File: src/rtl/gpio_pkg.sv
package gpio_pkg;

  localparam logic [2:0] REG_EN   = 3'd0;
  localparam logic [2:0] REG_DIR  = 3'd1;
  localparam logic [2:0] REG_LVL  = 3'd2;
  localparam logic [2:0] REG_RISE = 3'd3;
  localparam logic [2:0] REG_FALL = 3'd4;
  localparam logic [2:0] REG_EVT  = 3'd5;
  localparam logic [2:0] REG_SMI  = 3'd6;
  localparam logic [2:0] REG_STS  = 3'd7;

  // replace one byte lane of a 32-bit register image
  function automatic logic [31:0] lane_merge(logic [31:0] old_v, logic [1:0] lane,
                                             logic [7:0] data);
    logic [31:0] r;
    r = old_v;
    r[int'(lane)*8 +: 8] = data;
    return r;
  endfunction

  function automatic logic [7:0] lane_pick(logic [31:0] v, logic [1:0] lane);
    return v[int'(lane)*8 +: 8];
  endfunction

  // ones in the low n bit positions
  function automatic logic [31:0] pin_mask(int n);
    logic [63:0] m;
    m = (64'd1 << n) - 64'd1;
    return m[31:0];
  endfunction

endpackage

File: src/rtl/gpio_sync.sv
module gpio_sync #(
  parameter int WIDTH  = 8,
  parameter int STAGES = 2
) (
  input  logic             clk,
  input  logic             rst_n,
  input  logic [WIDTH-1:0] d,
  output logic [WIDTH-1:0] q
);

  logic [WIDTH-1:0] stage_q [STAGES];

  for (genvar s = 0; s < STAGES; s++) begin : g_stage
    if (s == 0) begin : g_first
      always_ff @(posedge clk or negedge rst_n) begin
        if (!rst_n) stage_q[s] <= '0;
        else        stage_q[s] <= d;
      end
    end else begin : g_next
      always_ff @(posedge clk or negedge rst_n) begin
        if (!rst_n) stage_q[s] <= '0;
        else        stage_q[s] <= stage_q[s-1];
      end
    end
  end

  assign q = stage_q[STAGES-1];

endmodule

File: src/rtl/gpio_bank.sv
module gpio_bank
  import gpio_pkg::*;
#(
  parameter int BANK_PINS = 8
) (
  input  logic                 clk,
  input  logic                 rst_n,
  input  logic                 wr_en,
  input  logic [2:0]           reg_sel,
  input  logic [1:0]           lane,
  input  logic [7:0]           wdata,
  input  logic [BANK_PINS-1:0] pin_sync,
  output logic [7:0]           rdata,
  output logic [BANK_PINS-1:0] drv_val,
  output logic [BANK_PINS-1:0] drv_oe,
  output logic [BANK_PINS-1:0] edge_hit,
  output logic                 irq
);

  localparam logic [31:0] VALID = pin_mask(BANK_PINS);

  logic [31:0] en_q, dir_q, lvl_q, rise_q, fall_q, evt_q, smi_q, sts_q, prev_q;
  logic [31:0] pin32, raw_val, rd_val, wr_val, clr_mask;
  logic [31:0] rise_ev, fall_ev, hit32, oe32;

  always_comb begin
    pin32 = '0;
    pin32[BANK_PINS-1:0] = pin_sync;
  end

  // edge detection on the synchronized pin against its previous sample
  assign rise_ev = pin32 & ~prev_q & rise_q & en_q;
  assign fall_ev = ~pin32 & prev_q & fall_q & en_q;
  assign hit32   = (rise_ev | fall_ev) & VALID;

  always_comb begin
    case (reg_sel)
      REG_EN:   raw_val = en_q;
      REG_DIR:  raw_val = dir_q;
      REG_LVL:  raw_val = lvl_q;
      REG_RISE: raw_val = rise_q;
      REG_FALL: raw_val = fall_q;
      REG_EVT:  raw_val = evt_q;
      REG_SMI:  raw_val = smi_q;
      default:  raw_val = sts_q;
    endcase
    rd_val = (reg_sel == REG_LVL) ? ((lvl_q & ~dir_q) | (pin32 & dir_q)) : raw_val;
    rdata  = lane_pick(rd_val & VALID, lane);
  end

  assign wr_val   = lane_merge(raw_val, lane, wdata) & VALID;
  assign clr_mask = (wr_en && reg_sel == REG_STS) ? (lane_merge('0, lane, wdata) & VALID) : '0;

  always_ff @(posedge clk or negedge rst_n) begin
    if (!rst_n) begin
      en_q   <= '0;
      dir_q  <= VALID;
      lvl_q  <= '0;
      rise_q <= '0;
      fall_q <= '0;
      evt_q  <= '0;
      smi_q  <= '0;
      sts_q  <= '0;
      prev_q <= '0;
    end else begin
      prev_q <= pin32;
      sts_q  <= (sts_q & ~clr_mask) | hit32;
      if (wr_en) begin
        case (reg_sel)
          REG_EN:   en_q   <= wr_val;
          REG_DIR:  dir_q  <= wr_val;
          REG_LVL:  lvl_q  <= (wr_val & ~dir_q) | (lvl_q & dir_q);
          REG_RISE: rise_q <= wr_val;
          REG_FALL: fall_q <= wr_val;
          REG_EVT:  evt_q  <= wr_val;
          REG_SMI:  smi_q  <= wr_val;
          default:  ;
        endcase
      end
    end
  end

  assign oe32     = en_q & ~dir_q;
  assign drv_val  = lvl_q[BANK_PINS-1:0];
  assign drv_oe   = oe32[BANK_PINS-1:0];
  assign edge_hit = hit32[BANK_PINS-1:0];
  assign irq      = |(sts_q & evt_q);

endmodule

File: src/rtl/gpio_dual_bank.sv
module gpio_dual_bank
  import gpio_pkg::*;
#(
  parameter int NUM_PINS    = 14,
  parameter int RESUME_BASE = 10
) (
  input  logic                clk,
  input  logic                rst_n,
  input  logic                bus_en,
  input  logic                bus_we,
  input  logic [5:0]          bus_addr,
  input  logic [7:0]          bus_wdata,
  output logic [7:0]          bus_rdata,
  input  logic [NUM_PINS-1:0] pin_in,
  output logic [NUM_PINS-1:0] pin_out,
  output logic [NUM_PINS-1:0] pin_oe,
  output logic                event_o
);

  localparam int CORE_PINS = RESUME_BASE;
  localparam int RES_PINS  = NUM_PINS - RESUME_BASE;

  logic [NUM_PINS-1:0]  pin_sync;
  logic [CORE_PINS-1:0] core_val, core_oe, core_hit;
  logic [RES_PINS-1:0]  res_val, res_oe, res_hit;
  logic [7:0]           core_rd, res_rd;
  logic                 core_irq, res_irq;
  logic                 core_wr, res_wr;
  logic [2:0]           reg_sel;
  logic [1:0]           lane;

  // named events for the checker
  logic bus_write, level_wr, evt_wr, oe_wr, any_edge;

  assign reg_sel   = bus_addr[4:2];
  assign lane      = bus_addr[1:0];
  assign bus_write = bus_en & bus_we;
  assign core_wr   = bus_write & ~bus_addr[5];
  assign res_wr    = bus_write &  bus_addr[5];
  assign level_wr  = bus_write & (reg_sel == REG_LVL);
  assign evt_wr    = bus_write & (reg_sel == REG_EVT);
  assign oe_wr     = bus_write & ((reg_sel == REG_EN) | (reg_sel == REG_DIR));

  gpio_sync #(.WIDTH(NUM_PINS), .STAGES(2)) u_sync (
    .clk   (clk),
    .rst_n (rst_n),
    .d     (pin_in),
    .q     (pin_sync)
  );

  gpio_bank #(.BANK_PINS(CORE_PINS)) u_core (
    .clk      (clk),
    .rst_n    (rst_n),
    .wr_en    (core_wr),
    .reg_sel  (reg_sel),
    .lane     (lane),
    .wdata    (bus_wdata),
    .pin_sync (pin_sync[CORE_PINS-1:0]),
    .rdata    (core_rd),
    .drv_val  (core_val),
    .drv_oe   (core_oe),
    .edge_hit (core_hit),
    .irq      (core_irq)
  );

  gpio_bank #(.BANK_PINS(RES_PINS)) u_resume (
    .clk      (clk),
    .rst_n    (rst_n),
    .wr_en    (res_wr),
    .reg_sel  (reg_sel),
    .lane     (lane),
    .wdata    (bus_wdata),
    .pin_sync (pin_sync[NUM_PINS-1:RESUME_BASE]),
    .rdata    (res_rd),
    .drv_val  (res_val),
    .drv_oe   (res_oe),
    .edge_hit (res_hit),
    .irq      (res_irq)
  );

  assign any_edge  = (|core_hit) | (|res_hit);
  assign bus_rdata = !bus_en ? 8'h00 : (bus_addr[5] ? res_rd : core_rd);
  assign pin_out   = {res_val, core_val};
  assign pin_oe    = {res_oe, core_oe};
  assign event_o   = core_irq | res_irq;

endmodule

File: config.mk
export PLATFORM = sky130hd
export DESIGN_NAME = gpio_dual_bank
export DESIGN_NICKNAME = d
export VERILOG_FILES = /design/src/rtl/gpio_pkg.sv /design/src/rtl/gpio_sync.sv /design/src/rtl/gpio_bank.sv /design/src/rtl/gpio_dual_bank.sv
export SDC_FILE = /design/constraint.sdc
export NUM_CORES = 1
export LEC_CHECK = 0
export ABC_AREA = 1
export BUFFER_PORTS_ARGS = -buffer_cell sky130_fd_sc_hd__clkbuf_2
export CAP_MARGIN = 25
export CORE_UTILIZATION = 35
export CTS_CLUSTER_DIAMETER = 200
export DETAILED_ROUTE_END_ITERATION = 10
export GPL_TIMING_DRIVEN = 0
export PLACE_DENSITY_LB_ADDON = 0.08
export SLEW_MARGIN = 10
export SYNTH_ARGS = -nofsm -noshare
export SYNTH_HDL_FRONTEND = slang
export SYNTH_HIERARCHICAL = 1
export SYNTH_SLANG_ARGS = --single-unit
File: constraint.sdc
create_clock -name clk -period 2.9 [get_ports clk]
set_clock_uncertainty 0.2 [all_clocks]
set_input_delay 0.435 -clock clk [delete_from_list [all_inputs] [get_ports clk]]
set_output_delay 0.435 -clock clk [all_outputs]
set_load 0.05 [all_outputs]
==> metrics.yaml, run 1 <==
status: "complete, no violations"
post-synth-top-count-cell: "nand2_1"
wl_per_cell_um: 17.7
io_buffers: 66
fin_util_pct: 43.2
area_growth_syn_to_layout_pct: 20.4
powerDensity_nw_per_um2: 558
clkTransAtPathRegs_ns: 0.07
async_flop_share_pct: 100
rsz0062_at_grt: "no"
nFillCells: 2320
ys_ff_latch: 154
die_w_um: 155
setup_slack_ns: 0.0981
relSlewSlack_pct: 40.5
vias: 7536
grt_max_degree: 92
synth_top_area_share_pct: 42.8
synth-main-ff-cell: "dfrtp_1"
ys_top_cells_by_count: "nand2_1, dfrtp_1, nor2_1"
antenna_found_initial: 1
fmax_mhz: 357
synthMuxAreaShare_pct: 0.138
yosysTopAreaCell: "dfrtp_1"
tritoncts: "built"
arrival_ns: 2.17
yosys_warnings: 6
core_area_um2: 22800
synth_cell_types: 37
clk_latency_ns: 0.43
synth_edf_count: 0
num_rows: 55
dpl_cell_area_um2: 8950
drv_cap: 0
synth_top_family_by_area: "simple AND/OR/NAND/NOR gates"
path_max_fanout: 10
p_leak_nw: 5.11
path_delay_family: "simple AND/OR/NAND/NOR gates"
fin_crit_ns: 2.80
netlist_instances: 1110
synth-compound-area-share_pct: 7.07
slowest_delay_ns: 0.22
crit_chain: "clkbuf_4 > nor2_4 > buf_6 > nand3_1 > nand2_1 > nor2_1 > nand2_1 > nand3_1 > nand2_1 > nand2_1 > nor2_2 > nor2_1 > nor2_1 > clkbuf_8"
die_area_um2: 24000
synthAdderAreaFrac_pct: 0.765
io_pins: 69
ys_top_cells_by_area: "dfrtp_1, nand2_1, nor2_1"
place_ws_ns: -0.433
synth_xor_area_share_pct: 0
start_util_pct: 35.9
grt_pass1_wl_mm: 42.3
grt_pass1_vias: 7140
ir_worst_vdd_mv: 0.371
final_antenna_net_count: 0
wirelength_mm: 27.3
syn-cell-area_um2: 8180
cts.sinks: 154
vias_per_cell: 4.88
drtIter0Drc: 542
slowest_stage: "nor2_4"
antenna_cells: 0
cts-buffers-inserted: 17
seq_area_frac_synth_pct: 47.3
h-tree-depth: 4
crit_path_frequent_cell: "nand2_1"
hold_viol: 0
synthSimpleGateAreaFrac_pct: 35.8
critPathKind: "primary input to primary output"
crit_buf_inv: 3
finalMaxSlewViolations: 0
endpoint_kind: "primary output"
cts_buffer_depth: 2
die_h_um: 155
finalSetupViolCount: 0
dp_hpwl_mm: 19.6
routabilityCongestion: 0.896
min_period_over_period_pct: 96.6
hp-class: "register to register"
grt_overflow: 0
drc: 0
required_ns: 2.27
firstDrtPassIters: 6
nets: 1254
drive_gt1_share_pct: 17.0
grt_use_total_pct: 23.9
worst_pin_slew_ns: 0.893
fin_area_um2: 9850
startpoint_type: "primary input"
clockRootBuffer: "clkbuf_16"
syn-mean-instance-area_um2: 7.37
==> cells by family (layout without fill, tap and decap cells) <==
group | after synthesis | count (layout)
and+or+nand+nor | 690 | 690
buffers and inverters | 155 | 272
DFF | 154 | 154
AOI/OAI and AO/OA | 104 | 104
adders and majority gates | 5 | 5
other | 1 | 4
muxes | 1 | 1
==> placed cells by master (no fill, tap or decap), drive strengths merged, types with 2 or more instances in the layout <==
| cell type | instances |
|---|---|
| nand2 | 444 |
| dfrtp | 140 |
| nor2 | 116 |
| inv | 104 |
| clkbuf | 88 |
| nand3 | 81 |
| buf | 51 |
| o21ai | 48 |
| nand4 | 38 |
| a21oi | 34 |
| dlygate4sd3 | 15 |
| dfstp | 14 |
| clkinv | 11 |
| a211oi | 10 |
| o21bai | 10 |
| ha | 5 |
| or2 | 5 |
| conb | 4 |
| nor3 | 4 |
| clkinvlp | 2 |
| a221oi | 2 |
| nor4 | 2 |
==> worst register-to-register path: stages, from the launching register on <==
cell and delay [ns]:
dfstp_2 0.60, nand4_1 0.10, nand2_1 0.08, nor2_1 0.04
nand2_1 0.14, nand3_1 0.09, nand2_1 0.29, nand2_1 0.10
nand2_1 0.07
==> state kept, by name (all words and copies together) (netlist names), named ones only <==
register / count
u_core/sts_q: 10
u_sync/stage_q: 14
u_resume/dir_q: 4
u_core/smi_q: 10
u_resume/smi_q: 4
u_resume/prev_q: 4
u_resume/sts_q: 4
u_core/rise_q: 10
u_core/dir_q: 10
u_resume/evt_q: 4
u_core/fall_q: 10
u_resume/en_q: 4
u_resume/fall_q: 4
u_core/prev_q: 10
u_resume/rise_q: 4
u_sync/q: 14
u_core/en_q: 10
u_core/evt_q: 10
==> through the flow <==
| step | power [W] | hold WS [ns] | instances | TNS [ns] |
|---|---|---|---|---|
| floorplan | 0.00293 | -0.0606 | 1113 | 0 |
| global placement | 0.00323 | 0.132 | 1492 | -264.68 |
| detailed placement | 0.00324 | 0.136 | 1493 | -2.53 |
| CTS | 0.00555 | 0.150 | 1539 | 0 |
| global route | 0.00575 | 0.150 | 1543 | 0 |
| finish | 0.00550 | 0.145 | 1543 | 0 |
==> power breakdown <==
part           switching (W)  leakage, nW  internal, W  total (W)
Combinational       0.000586         2.91     0.000247   0.000833
Sequential          0.000122         1.91      0.00229    0.00241
Clock                0.00103        0.288      0.00122    0.00225
==> repair_timing <==
item | in CTS | in global routing
setup buffers | 0 | 4
pin swaps | 0 | 5
setup endpoints to repair | 8 | 9
hold endpoints to repair | 72 | 0
hold buffers | 15 | 0
resized for setup | 23 | 30
==> final cells by class <==
cell class                      count  area [um2]  share of cell area, %
Clock buffer                       17         425                   4.32
Buffer                             51         384                   3.90
Inverter                          103         398                   4.04
Timing Repair Buffer               86         586                   5.95
Multi-Input combinational cell    804        3640                   36.9
Sequential cell                   154        3870                   39.3
Clock inverter                     15         156                   1.59
Tap cell                          313         392                   3.98
==> final timing paths <==
check / depth (start not counted) / end / slack [ns] / from
max reg2reg: 8 / u_core/fall_q[3] / 1.13 / u_core/dir_q[3]
max in group asynchronous: 3 / u_core/dir_q[2] / 1.27 / rst_n
min reg2reg: 0 / u_sync/q[11] / 0.14 / u_sync/stage_q[25]
min in group asynchronous: 2 / u_sync/q[5] / 0.34 / rst_n
min: 0 / u_sync/q[11] / 0.14 / u_sync/stage_q[25]
max: 14 / bus_rdata[0] / 0.1 / bus_addr[2]
==> layer usage <==
layer / share of wire, % / up-vias / global-route usage (%) / wire length [um]
met1: 45 / 3531 / 32.0 / 12300
met2: 47 / 231 / 38.3 / 12700
met3: 5.1 / 47 / 4.62 / 1400
met4: 3.1 / 2 / 9.19 / 858
met5: 0.055 / - / 0 / 15
li1: - / 3725 / - / -
Power figures use the tool's default switching activity.
==> inputs of run 2 (changes only) <==
BUFFER_PORTS_ARGS = -buffer_cell sky130_fd_sc_hd__buf_4   (was -buffer_cell sky130_fd_sc_hd__clkbuf_2)
==> metrics.yaml, run 2 (same netlist as run 1, synthesis figures left out) <==
start_util_pct: 35.9
nFillCells: 2350
final_antenna_net_count: 0
wirelength_mm: 27.4
drtIter0Drc: 543
rsz0062_at_grt: "no"
io_pins: 69
fin_crit_ns: 2.83
required_ns: 2.27
cts-buffers-inserted: 17
fin_util_pct: 43.9
p_leak_nw: 5.17
firstDrtPassIters: 5
antenna_cells: 0
drive_gt1_share_pct: 16.9
status: "complete, no violations"
grt_pass1_vias: 7258
cts.sinks: 154
relSlewSlack_pct: 42.8
h-tree-depth: 4
vias: 7592
hp-start: "u_sync/stage_q[21]"
io_buffers: 66
arrival_ns: 2.20
die_w_um: 155
min_period_over_period_pct: 97.7
core_area_um2: 22800
finalSetupViolCount: 0
finalMaxSlewViolations: 0
grt_pass1_wl_mm: 42.5
ir_worst_vdd_mv: 0.328
area_growth_syn_to_layout_pct: 22.3
grt_overflow: 0
globalRouteMet3Util_pct: 4.62
slowest_delay_ns: 0.39
hp-class: "register to register"
fmax_mhz: 353
nets: 1254
crit_chain: "inv_1 > o21ai_0 > a221oi_1 > nand4_1 > or2_2 > buf_4"
endpoint_kind: "primary output"
wl_per_cell_um: 17.8
crit_start: "u_core/evt_q[7]"
vias_per_cell: 4.92
worst_pin_slew_ns: 0.859
instances_no_fill: 1543
grt_max_degree: 80
drv_cap: 0
startpoint_type: "register"
clk_latency_ns: 0.43
use_met1_pct: 31.9
critPathKind: "register to primary output"
dp_hpwl_mm: 19.7
drc: 0
antenna_found_initial: 1
num_rows: 55
dp_cells: 1493
routabilityCongestion: 0.896
grt_use_total_pct: 23.9
slowest_stage: "dfrtp_1"
hold_viol: 0
layout_common_cells: "nand2_1, dfrtp_1, nor2_1"
die_area_um2: 24000
die_h_um: 155
gr-usage-met2_pct: 38.4
clockRootBuffer: "clkbuf_16"
busiest_layer: "met2"
final_common_cell: "nand2_1"
cts_buffer_depth: 2
powerDensity_nw_per_um2: 561
tritoncts: "built"
clkTransAtPathRegs_ns: 0.07
path_max_fanout: 2
r2r_start: "u_core/dir_q[8]"
==> run 2: final timing paths <==
path | end | slack (ns) | cells past startpoint
worst min-delay path | u_sync/q[7] | 0.15 | 0
worst max-delay path | event_o | 0.07 | 6
min in group asynchronous | u_sync/q[5] | 0.35 | 2
worst max register to register | u_core/dir_q[8] | 1.12 | 8
worst min register to register | u_sync/q[7] | 0.15 | 0
max in group asynchronous | u_core/dir_q[9] | 1.32 | 3
==> run 2: routing by layer <==
layer | share of wire (%) | vias up
li1 | - | 3721
met1 | 45 | 3576
met2 | 47 | 243
met3 | 5.6 | 50
met4 | 3.1 | 2
met5 | 0.047 | -
==> run 2: report_power, final <==
| group | internal (W) | total [W] | switching, W |
|---|---|---|---|
| logic | 0.000280 | 0.000867 | 0.000588 |
| clock network | 0.00126 | 0.00233 | 0.00107 |
| registers | 0.00229 | 0.00241 | 0.000122 |
| total | 0.00384 | 0.00561 | 0.00178 |
==> run 2: area by class of cell <==
type | count | area [um2] | area share, %
clock buffers | 18 | 439 | 4.39
inverters | 103 | 392 | 3.91
repair buffers | 86 | 726 | 7.25
well taps | 313 | 392 | 3.91
flip-flops and latches | 154 | 3870 | 38.7
multi-input cells | 804 | 3630 | 36.2
plain buffers | 51 | 390 | 3.90
clock inverters | 14 | 171 | 1.71
==> run 2: timing repair <==
action                                  4_1_cts  5_1_grt
pin swaps                                     1        2
endpoints found under the setup margin        7        6
hold buffers                                 15        0
endpoints found under the hold margin        81        0
resized for setup                            17       20
setup buffers                                 0        4
==> run 2: metrics by stage <==
step / cell area [um2] / total power, W / hold slack [ns] / worst slack (ns) / TNS [ns]
after floorplan: 8190 / 0.00293 / -0.0606 / 0.154 / 0
after global placement: 9080 / 0.00327 / 0.132 / -0.242 / -1.15
after detailed placement: 9110 / 0.00328 / 0.135 / -0.249 / -1.45
after CTS: 9920 / 0.00567 / 0.150 / 0.00542 / 0
after global routing: 10000 / 0.00586 / 0.153 / 0.0235 / 0
final: 10000 / 0.00561 / 0.149 / 0.0669 / 0
==> run 2: worst max-delay path: cells and delay by family (launching register included) <==
kind / cells / cell delay, ns
simple gates: 2 / 0.58
buf+inv: 2 / 0.28
flops: 1 / 0.39
compound gates: 2 / 0.52
